`src/rtl/rstmute_pkg.sv`:
```
// Package: shared types for the reset and mute sequencer.
// Assumes: nothing beyond IEEE 1800-2017.
package rstmute_pkg;

    // Recovery phase of the codec domain. Full-chip reset is not a phase:
    // it overrides every phase from the synchronized pin reset.
    typedef enum logic [1:0] {
        PH_CRST   = 2'd0,   // codec held in reset, DSP soft reset requested
        PH_RESYNC = 2'd1,   // codec released, waiting for lock, still muted
        PH_RUN    = 2'd2    // lock confirmed, outputs playing
    } phase_e;

endpackage

```
`src/rtl/rstmute_rsync.sv`:
```
// Module: reset pin synchronizer.
// Does: turns the asynchronous active-low pin into an internal active-low
//       reset that asserts at once and releases after STAGES clock edges.
// Assumes: STAGES >= 2; the pin may change at any time relative to clk.
module rstmute_rsync #(
    parameter int STAGES = 2
) (
    input  logic clk,
    input  logic pin_n,
    output logic rst_n_o
);

    logic [STAGES-1:0] chain_q;

    // Purpose: async clear on the pin, shift ones in once it is released.
    always_ff @(posedge clk or negedge pin_n) begin
        if (!pin_n) begin
            chain_q <= '0;
        end else begin
            chain_q <= {chain_q[STAGES-2:0], 1'b1};
        end
    end

    assign rst_n_o = chain_q[STAGES-1];

    // Once released, the internal reset does not drop again while the pin is high.
    p_release_sticky_r2: assert property (@(posedge clk) disable iff (!pin_n)
        rst_n_o |=> rst_n_o);

endmodule

```
`src/rtl/rstmute_uvfilt.sv`:
```
// Module: undervoltage synchronizer and debounce filter.
// Does: samples the raw comparator flag through two flops, then changes the
//       filtered level only after DEPTH consecutive samples of the new value.
// Assumes: rst_n is synchronous active-low; DEPTH >= 1.
module rstmute_uvfilt #(
    parameter int DEPTH = 4
) (
    input  logic clk,
    input  logic rst_n,
    input  logic uv_raw,
    output logic uv_flt
);

    localparam int CW = $clog2(DEPTH + 1);

    logic          s1_q;
    logic          s2_q;
    logic [CW-1:0] run_q;
    logic          flt_q;

    // Purpose: bring the asynchronous flag into the clock domain.
    always_ff @(posedge clk) begin
        if (!rst_n) begin
            s1_q <= 1'b0;
            s2_q <= 1'b0;
        end else begin
            s1_q <= uv_raw;
            s2_q <= s1_q;
        end
    end

    // Purpose: count consecutive disagreeing samples and flip the level at DEPTH.
    always_ff @(posedge clk) begin
        if (!rst_n) begin
            run_q <= '0;
            flt_q <= 1'b0;
        end else if (s2_q == flt_q) begin
            run_q <= '0;
        end else if (run_q == CW'(DEPTH - 1)) begin
            flt_q <= s2_q;
            run_q <= '0;
        end else begin
            run_q <= run_q + 1'b1;
        end
    end

    assign uv_flt = flt_q;

    // The filtered flag only rises after the synchronized sample was high.
    p_flt_rise_r3: assert property (@(posedge clk) disable iff (!rst_n)
        $rose(flt_q) |-> $past(s2_q));

    // The run counter never reaches DEPTH.
    p_run_bound_r3: assert property (@(posedge clk) disable iff (!rst_n)
        run_q < CW'(DEPTH));

endmodule

```
`src/rtl/rstmute_seq.sv`:
```
// Module: codec-domain recovery sequencer.
// Does: holds the codec in reset while undervoltage is present and for HOLD
//       cycles after it, pulses a DSP restart on release, then waits for codec
//       lock (up to TIMEOUT cycles) before allowing playback.
// Assumes: rst_n is the synchronized full-chip reset (synchronous active-low);
//          codec_lock is synchronous to clk; HOLD >= 1, TIMEOUT >= 1.
module rstmute_seq
    import rstmute_pkg::*;
#(
    parameter int HOLD    = 3,
    parameter int TIMEOUT = 16
) (
    input  logic   clk,
    input  logic   rst_n,
    input  logic   uv_flt,
    input  logic   codec_lock,
    output phase_e phase_o,
    output logic   restart_o
);

    localparam int HW = $clog2(HOLD + 1);
    localparam int TW = $clog2(TIMEOUT + 1);

    phase_e        phase_q;
    logic [HW-1:0] hold_q;
    logic [TW-1:0] wait_q;
    logic          restart_q;

    // Purpose: phase transitions, hold and lock-wait counters, restart pulse.
    always_ff @(posedge clk) begin
        if (!rst_n) begin
            phase_q   <= PH_CRST;
            hold_q    <= '0;
            wait_q    <= '0;
            restart_q <= 1'b0;
        end else begin
            restart_q <= 1'b0;
            case (phase_q)
                PH_CRST: begin
                    wait_q <= '0;
                    if (uv_flt) begin
                        hold_q <= '0;
                    end else if (hold_q == HW'(HOLD - 1)) begin
                        hold_q    <= '0;
                        phase_q   <= PH_RESYNC;
                        restart_q <= 1'b1;
                    end else begin
                        hold_q <= hold_q + 1'b1;
                    end
                end
                PH_RESYNC: begin
                    hold_q <= '0;
                    if (uv_flt) begin
                        wait_q  <= '0;
                        phase_q <= PH_CRST;
                    end else if (codec_lock) begin
                        wait_q  <= '0;
                        phase_q <= PH_RUN;
                    end else if (wait_q == TW'(TIMEOUT - 1)) begin
                        wait_q  <= '0;
                        phase_q <= PH_CRST;
                    end else begin
                        wait_q <= wait_q + 1'b1;
                    end
                end
                PH_RUN: begin
                    hold_q <= '0;
                    wait_q <= '0;
                    if (uv_flt) begin
                        phase_q <= PH_CRST;
                    end
                end
                default: begin
                    phase_q <= PH_CRST;
                end
            endcase
        end
    end

    assign phase_o   = phase_q;
    assign restart_o = restart_q;

    // A filtered undervoltage always lands the sequencer in codec reset.
    p_uv_forces_crst_r4: assert property (@(posedge clk) disable iff (!rst_n)
        uv_flt |=> (phase_q == PH_CRST));

    // Lock during resync without undervoltage starts playback.
    p_lock_unmute_r7: assert property (@(posedge clk) disable iff (!rst_n)
        (phase_q == PH_RESYNC && codec_lock && !uv_flt) |=> (phase_q == PH_RUN));

    // The restart pulse is one cycle wide.
    p_restart_single_r6: assert property (@(posedge clk) disable iff (!rst_n)
        restart_q |=> !restart_q);

    // Resync is entered only from codec reset.
    p_resync_entry_r6: assert property (@(posedge clk) disable iff (!rst_n)
        (phase_q == PH_RESYNC && $past(phase_q) != PH_RESYNC) |-> ($past(phase_q) == PH_CRST));

    // The lock-wait counter stays below its limit.
    p_wait_bound_r8: assert property (@(posedge clk) disable iff (!rst_n)
        wait_q < TW'(TIMEOUT));

endmodule

```
`src/rtl/rstmute_ctrl.sv`:
```
// Module: reset and mute controller (top).
// Does: combines the synchronized pin reset (deep reset, low power) with the
//       debounced brownout (codec-only reset) and drives the reset, restart
//       and mute outputs. The pin overrides everything else.
// Assumes: codec_lock is synchronous to clk; ext_rst_n and uv_detect are not.
module rstmute_ctrl
    import rstmute_pkg::*;
#(
    parameter int UV_DEBOUNCE  = 4,
    parameter int CODEC_HOLD   = 3,
    parameter int LOCK_TIMEOUT = 16,
    parameter int SYNC_STAGES  = 2
) (
    input  logic clk,
    input  logic ext_rst_n,
    input  logic uv_detect,
    input  logic codec_lock,
    output logic full_rst_n,
    output logic low_power,
    output logic codec_rst,
    output logic dsp_soft_rst,
    output logic dsp_restart,
    output logic dac_mute
);

    logic   rst_n_int;
    logic   uv_flt;
    phase_e phase;
    logic   restart;

    rstmute_rsync #(.STAGES(SYNC_STAGES)) u_rsync (
        .clk     (clk),
        .pin_n   (ext_rst_n),
        .rst_n_o (rst_n_int)
    );

    rstmute_uvfilt #(.DEPTH(UV_DEBOUNCE)) u_uvfilt (
        .clk    (clk),
        .rst_n  (rst_n_int),
        .uv_raw (uv_detect),
        .uv_flt (uv_flt)
    );

    rstmute_seq #(.HOLD(CODEC_HOLD), .TIMEOUT(LOCK_TIMEOUT)) u_seq (
        .clk        (clk),
        .rst_n      (rst_n_int),
        .uv_flt     (uv_flt),
        .codec_lock (codec_lock),
        .phase_o    (phase),
        .restart_o  (restart)
    );

    // Purpose: output decode; the synchronized pin reset overrides every phase.
    always_comb begin
        full_rst_n   = rst_n_int;
        low_power    = !rst_n_int;
        codec_rst    = !rst_n_int || (phase == PH_CRST);
        dsp_soft_rst = !rst_n_int || (phase == PH_CRST);
        dsp_restart  = rst_n_int && restart;
        dac_mute     = !rst_n_int || (phase != PH_RUN);
    end

    // Pin low means the device is in low power with the codec reset and muted.
    p_pin_priority_r1: assert property (@(posedge clk)
        !ext_rst_n |-> (low_power && codec_rst && dac_mute && !dsp_restart));

    // Playback only happens when the codec is out of reset and the chip is released.
    p_mute_cover_r10: assert property (@(posedge clk) disable iff (!rst_n_int)
        !dac_mute |-> (!codec_rst && full_rst_n));

endmodule

```
`config.mk`:
```
export PLATFORM = sky130hd
export DESIGN_NAME = rstmute_ctrl
export DESIGN_NICKNAME = d
export VERILOG_FILES = /design/src/rtl/rstmute_pkg.sv /design/src/rtl/rstmute_rsync.sv /design/src/rtl/rstmute_uvfilt.sv /design/src/rtl/rstmute_seq.sv /design/src/rtl/rstmute_ctrl.sv
export SDC_FILE = /design/constraint.sdc
export NUM_CORES = 1
export LEC_CHECK = 0
export BUFFER_PORTS_ARGS = -buffer_cell sky130_fd_sc_hd__buf_2
export CORE_UTILIZATION = 50
export CTS_CLUSTER_SIZE = 20
export DETAILED_ROUTE_END_ITERATION = 10
export PLACE_DENSITY_LB_ADDON = 0.12
export SYNTH_ARGS = -nofsm -noshare
export SYNTH_HDL_FRONTEND = slang
export SYNTH_SLANG_ARGS = --single-unit
```
`constraint.sdc`:
```
create_clock -name clk -period 2.2 [get_ports clk]
set_input_delay 0.22 -clock clk [delete_from_list [all_inputs] [get_ports clk]]
set_output_delay 0.22 -clock clk [all_outputs]
set_load 0.01 [all_outputs]
```
# Word-level counts from Yosys, hierarchy flattened
# Index checks and enable logic that the tools add are counted.
[totals] register_bits=18 inputBits=4 out_inout_bits=6 wordCells=54
[op_classes] reduce_logical=13 eq_ne=11 mux=15 bitwise=3 n_addsub=3
[ops] operator="2-to-1 mux 2 bit" n=8
[ops] operator="2-to-1 mux 5 bit" n=3
[ops] operator="case mux 5 bit (2 select lines)" n=1
[ops] operator="!= test 2 bit, second input constant" n=3
[ops] operator="case mux 2 bit (3 select lines)" n=1
[ops] operator="OR reduction 3 bit" n=2
[ops] operator="adder 5 x 1 -> 5 bit, second input constant" n=1
[ops] operator="== test 5 x 4 -> 1 bit, second input constant" n=1
[ops] operator="== test 2 bit, second input constant" n=2
[ops] operator="!= test 4 x 3 -> 1 bit, second input constant" n=1
[ops] operator="case mux 2 bit (2 select lines)" n=1
[ops] operator="AND reduction 4 bit" n=1
[ops] operator="nonzero test 2 bit" n=2
[ops] operator="OR reduction 2 bit" n=2
[ops] operator="adder 3 x 1 -> 3 bit, second input constant" n=1
[ops] operator="== test 3 x 2 -> 1 bit, second input constant" n=1
[ops] operator="NOT 1 bit" n=3
[ops] operator="adder 2 x 1 -> 2 bit, second input constant" n=1
[ops] operator="== test 2 x 1 -> 1 bit, second input constant" n=1
[ops] operator="zero test 2 bit" n=1
[ops] operator="logical OR 1 bit" n=2
[ops] operator="!= test 2 x 1 -> 1 bit, second input constant" n=1
[ops] operator="AND reduction 2 bit" n=1
[ops] operator="== test 1 bit" n=1
[ops] operator="3 further kinds" n=3

# Logic depth before layout (Yosys ltp)
[logic_depth] ltp_word=5 mapped_depth=6 mapped_depth_nobuf=6

# By module
# A second synthesis with hierarchy kept.
[unflattened] cells_unflattened=88 area_unflattened_um2=859.6
[by_module_without_submodules] mod="rstmute_seq" cells_each=63 area_per_inst_um2=559.3 seq_area_each_um2=200.2 n_inst=1
[by_module_without_submodules] mod="rstmute_uvfilt" cells_each=17 area_per_inst_um2=216.5 seq_area_each_um2=120.1 n_inst=1
[by_module_without_submodules] mod="rstmute_rsync" cells_each=3 area_per_inst_um2=53.8 seq_area_each_um2=50.0 n_inst=1
[by_module_without_submodules] mod="rstmute_ctrl" cells_each=5 area_per_inst_um2=30.0 seq_area_each_um2=0.0 n_inst=1

# Worst setup path before layout
# Ideal clock, no wire load.
[synth_timing] path_type="register -> register" start="register u_seq.phase_q[0], in the netlist u_seq.phase_o[0]" end="register u_seq.wait_q[2]" setup_time_ps=75 stages_incl_launch_ff=6 synth_period_minus_slack_ps=1891 n_path_buf=0 path_slack_ps=309 required_time_ps=2125 arrival_time_ps=1816 path_cell_list="dfxtp_1 -> inv_1 -> ha_1 -> or4_4 -> or4b_1 -> a21oi_1"
[synth_between] elab_chain_len=3 word_cells_on_any_way=6 classes_between="eq/ne (2); mux (1); reduce/logical (3)"
[synth_rtl] item="start, declared" line="rstmute_seq.sv:24" rtl="phase_e phase_q;"
[synth_rtl] item="start signal, assigned" line="rstmute_seq.sv:32" rtl="phase_q <= PH_CRST;"
[synth_rtl] item="start signal, assigned" line="rstmute_seq.sv:45" rtl="phase_q <= PH_RESYNC;"
[synth_rtl] item="start signal, assigned" line="rstmute_seq.sv:55" rtl="phase_q <= PH_CRST;"
[synth_rtl] item="== test 2 bit / zero test 2 bit (equally long branches)" line="rstmute_seq.sv:38" rtl="case (phase_q)"
[synth_rtl] item="OR reduction 2 bit (no source line)"
[synth_rtl] item="case mux 5 bit (2 select lines) / nonzero test 2 bit (equally long branches)"
[synth_rtl] item="end signal, assigned" line="rstmute_seq.sv:63" rtl="wait_q <= wait_q + 1'b1;"
[synth_rtl] item="end, declared" line="rstmute_seq.sv:26" rtl="logic [TW-1:0] wait_q;"
# Several ways; a longest one is shown, not always the timed one.
# A chain may end at the register's enable or synchronous reset.

# Final worst setup path
# Same ends and word-level chain as after synthesis.

==> summary by stage <==
Die
Row generation in the floorplan step produced 14 rows. From left edge to right edge, the die measures 42.6 µm. The die outline area is between 0.0015 and 0.002 mm².

For this configuration, the core starts out at a cell density of between 50% and 60%. Measured along the y axis, the die boundary spans between 40 and 50 µm. The region available for standard cell placement spans ~0.0015 mm². The top-level I/O count is 10.

Clocking
Clock latency on the worst-skew pair, taken at its later pin, is 290 ps. The clock transition at the registers of the reported paths is 110 ps. The maximum clock path buffer count is 2.

Clock tree synthesis selected as its root buffer the cell sky130_fd_sc_hd__clkbuf_4. The count of cells resized by post-cts repair is 0. The post-CTS setup-driven buffer insertion count is 0. The total number of H-tree levels is 1. Counting every sink on the clock net gives 18.

The TritonCTS clock tree is yes. The number of hold buffers added after CTS was 1. The number of clock buffers inserted by TritonCTS is 3.

Logic synthesis
After technology mapping, the gate count stands at 88. The synthesized design spends more area on one cell type than any other, namely sky130_fd_sc_hd__dfxtp_1. The number of nets handed over by synthesis was 99. The part of the Yosys area used for sequential elements is 45.0%.

Sorting the synthesized cells by area gives the leading types as sky130_fd_sc_hd__dfxtp_1 39%, sky130_fd_sc_hd__ha_1 11%, sky130_fd_sc_hd__dfrtp_1 6.1%. The register bit count reported by yosys is 18. The share of the synthesized area in the top cell type is 38.9%. The count of distinct cell types in the synthesized netlist is 33.

In the synthesized netlist the dominant register cell turns out to be sky130_fd_sc_hd__dfxtp_1. The number of synthesized flops with an enable pin is 0. The synthesized netlist occupies a cell area of 823 µm². The Yosys step of the flow raised 0 warnings. Averaged over all synthesized cells, the footprint is 9.36 µm². For this run, asynchronously set or reset flops after synthesis account for 11.1%.

Power
The total power consumption of the routed design is 0.000752 W. Power spread over the standard cell area amounts to 821 mW/mm². In this run the static leakage power is 0.398 nW.

Across the VDD grid, the largest voltage drop is 0.537 mV.

STA
In this run the tightest slew margin relative to its limit is 66.5%. Hold timing on the final database bottoms out at a slack of 139 ps. The setup TNS after final layout is 0 ps. The count of final hold-check violations is 0. For the pin with the worst max-slew slack, the measured transition is 497 ps. The peak clock frequency supported by timing is 486 MHz. The number of slew-limit violations in the final report is 0. Across the routed clock network, the largest skew measured is 12.6 ps. Setup violations remaining at the end of the flow were counted as 0. Dividing the final minimum period by the clock period gives between 90 and 100%. Counting I/O delays and the setup requirement, the final critical path takes about 2100 ps. Setup repair after global routing left no endpoint under its margin.

Critical path
The highest fanout seen on the critical path is 5. The worst reg2reg path startpoint is u_seq.phase_o[0]$_SDFFE_PN0P_. The maximum cell stage delay along the critical path is between 500 and 600 ps. Grouping stages by cell kind, the critical path spends the most delay in simple AND/OR/NAND/NOR gates. The number of buffers and inverters on the critical path is 1. The startpoint of the most critical setup path is u_seq.phase_o[0]$_SDFFE_PN0P_.

The signal on the critical path passes through inv_1 -> ha_1 -> or4_4 -> or4b_1 -> a21oi_1. STA classifies the critical path startpoint as a flop. The category of the most critical setup path is flop to flop. STA classifies the critical path endpoint as a flop. For this design, the slowest cell found on the critical path is sky130_fd_sc_hd__or4_4. Data on the critical path arrives at its endpoint at approximately 2300 ps. At the worst endpoint, the required time is between 2000 and 2500 ps.

Detailed routing
The routed layout has around 640 vias. The number of nets still failing antenna checks after routing is 0. The average via count per standard cell is about 5.6. For this run, the detailed router's first-pass iteration total came to 4. The routed wire length is 1370 µm. The average detailed-routed wire length per instance is 11.9 µm. The first routing iteration left 5 violations. The number of DRC violations after detailed routing is 0.

Worst hold path
The worst hold path begins at uv_detect. The tightest min-delay check is of the input pin to flop type.

Layout
The area growth from synthesis to layout is 11.2%. The sequential cells in the finished layout cover a total of 370 µm². The library cells used most frequently in the layout, excluding fill and tap cells, are 16 x sky130_fd_sc_hd__dfxtp_1, 11 x sky130_fd_sc_hd__nor2_1, 9 x sky130_fd_sc_hd__buf_2. Leaving out fill and tap cells, the most frequent cell in the layout is sky130_fd_sc_hd__dfxtp_1. The net count of the finished layout is about 110. Of the cells placed in the final design, the portion with a size suffix greater than 1 is a little under a fifth. The count of cells in the finished layout, fillers not included, comes to 115. The count of antenna diodes in the layout is 0.

The final cell area excluding filler cells is 916 µm². The footprint of the multi-input gates is ~400 µm². The fill cell instance count of the final layout is 147.

Placed design
The congestion estimate from routability-driven global placement came to 0.774. The HPWL after detailed placement is 992 µm. The post-placement cell count is 110. The cell area reported after detailed placement is approximately 870 µm². The count of buffers added on input and output ports is 9.

Job
The tool flagged a number of max-cap violations equal to 0.

GRT
The aggregate global-route resource usage is 17.5%. The number of antenna violations at the first check in global routing is 0. The first-pass GRT wire length is 2330 µm. Global routing finished with a remaining overflow of 0. The pin count of the biggest net entering global routing is 14. The via count of the first global-routing pass is 570.

Run status
The flow ran to the end, and the final reports show no timing, DRC or antenna violations.
[kinds of logic (layout without fill, tap and decap cells)]
group	Yosys count	in the layout	share of synthesized area (%)
other cells	1	1	0.455
fa+ha+maj	7	7	10.6
simple gates	34	34	23.0
buf+inv	11	22	6.38
mux	2	2	2.43
xor+xnor	1	1	1.06
compound gates	14	14	11.1
flops	18	18	45.0
[state kept, by name (all words and copies together), names as in the netlist]
name / flops
u_seq.hold_q: 2
u_uvfilt.s2_q: 1
u_seq.restart_o: 1
u_uvfilt.run_q: 3
u_uvfilt.uv_flt: 1
u_seq.phase_o: 2
u_uvfilt.s1_q: 1
u_rsync.chain_q: 2
u_seq.wait_q: 5
[final timing paths]
| kind | end | slack [ps] | cells past startpoint |
|---|---|---|---|
| worst max-delay path | u_seq.wait_q[2]$_SDFFE_PN0P_ | 140 | 5 |
| worst min-delay path | u_uvfilt.s1_q$_SDFF_PN0_ | 140 | 2 |
| worst max register to register | u_seq.wait_q[2]$_SDFFE_PN0P_ | 140 | 5 |
| worst min register to register | u_rsync.chain_q[1]$_DFF_PN0_ | 360 | 0 |
| max in group asynchronous | u_rsync.chain_q[1]$_DFF_PN0_ | 1880 | 2 |
| min in group asynchronous | u_rsync.chain_q[0]$_DFF_PN0_ | 230 | 2 |
[metrics by stage]
stage	setup WS [ps]	util, %
after floorplan	309	-
after global placement	264	57.1
after detailed placement	172	57.1
after CTS	143	60.1
after global routing	54.0	60.1
final	143	60.1
[worst reg2reg max path, stage by stage, from the launching register on]
cell and delay, ps:
sky130_fd_sc_hd__dfxtp_1 400, sky130_fd_sc_hd__inv_1 80, sky130_fd_sc_hd__ha_1 260, sky130_fd_sc_hd__or4_4 580, sky130_fd_sc_hd__or4b_1 510, sky130_fd_sc_hd__a21oi_1 170
[per-layer routing]
metal,share of wire [%],GRT usage (%)
met1,45,20.2
met2,49,29.8
met3,5.1,3.88
met4,0.73,9.38
met5,0,0
[cell type report]
type                            instances  share of cell area, %
Multi-Input combinational cell         59                   43.7
Clock buffer                            4                   3.96
Tap cell                               16                   2.19
Inverter                                7                   2.87
Timing Repair Buffer                   11                   6.83
Sequential cell                        18                   40.4
[synth_stat cells (2+ instances only)]
cell                       count
sky130_fd_sc_hd__dfxtp_1      16
sky130_fd_sc_hd__nor2_1       11
sky130_fd_sc_hd__ha_1          7
sky130_fd_sc_hd__a21oi_1       6
sky130_fd_sc_hd__inv_1         6
sky130_fd_sc_hd__nand2_1       5
sky130_fd_sc_hd__and2_1        3
sky130_fd_sc_hd__nand3_1       3
sky130_fd_sc_hd__nor4_1        3
sky130_fd_sc_hd__a31oi_1       2
sky130_fd_sc_hd__clkbuf_1      2
sky130_fd_sc_hd__dfrtp_1       2
sky130_fd_sc_hd__mux2i_1       2
[power breakdown]
group          internal, W  switching, W  total (W)
clock network     0.000101      0.000101   0.000202
logic            0.0000861     0.0000848   0.000171
registers         0.000355     0.0000241   0.000379
total             0.000542      0.000210   0.000752
No activity file was read; power rests on OpenSTA's default activity.
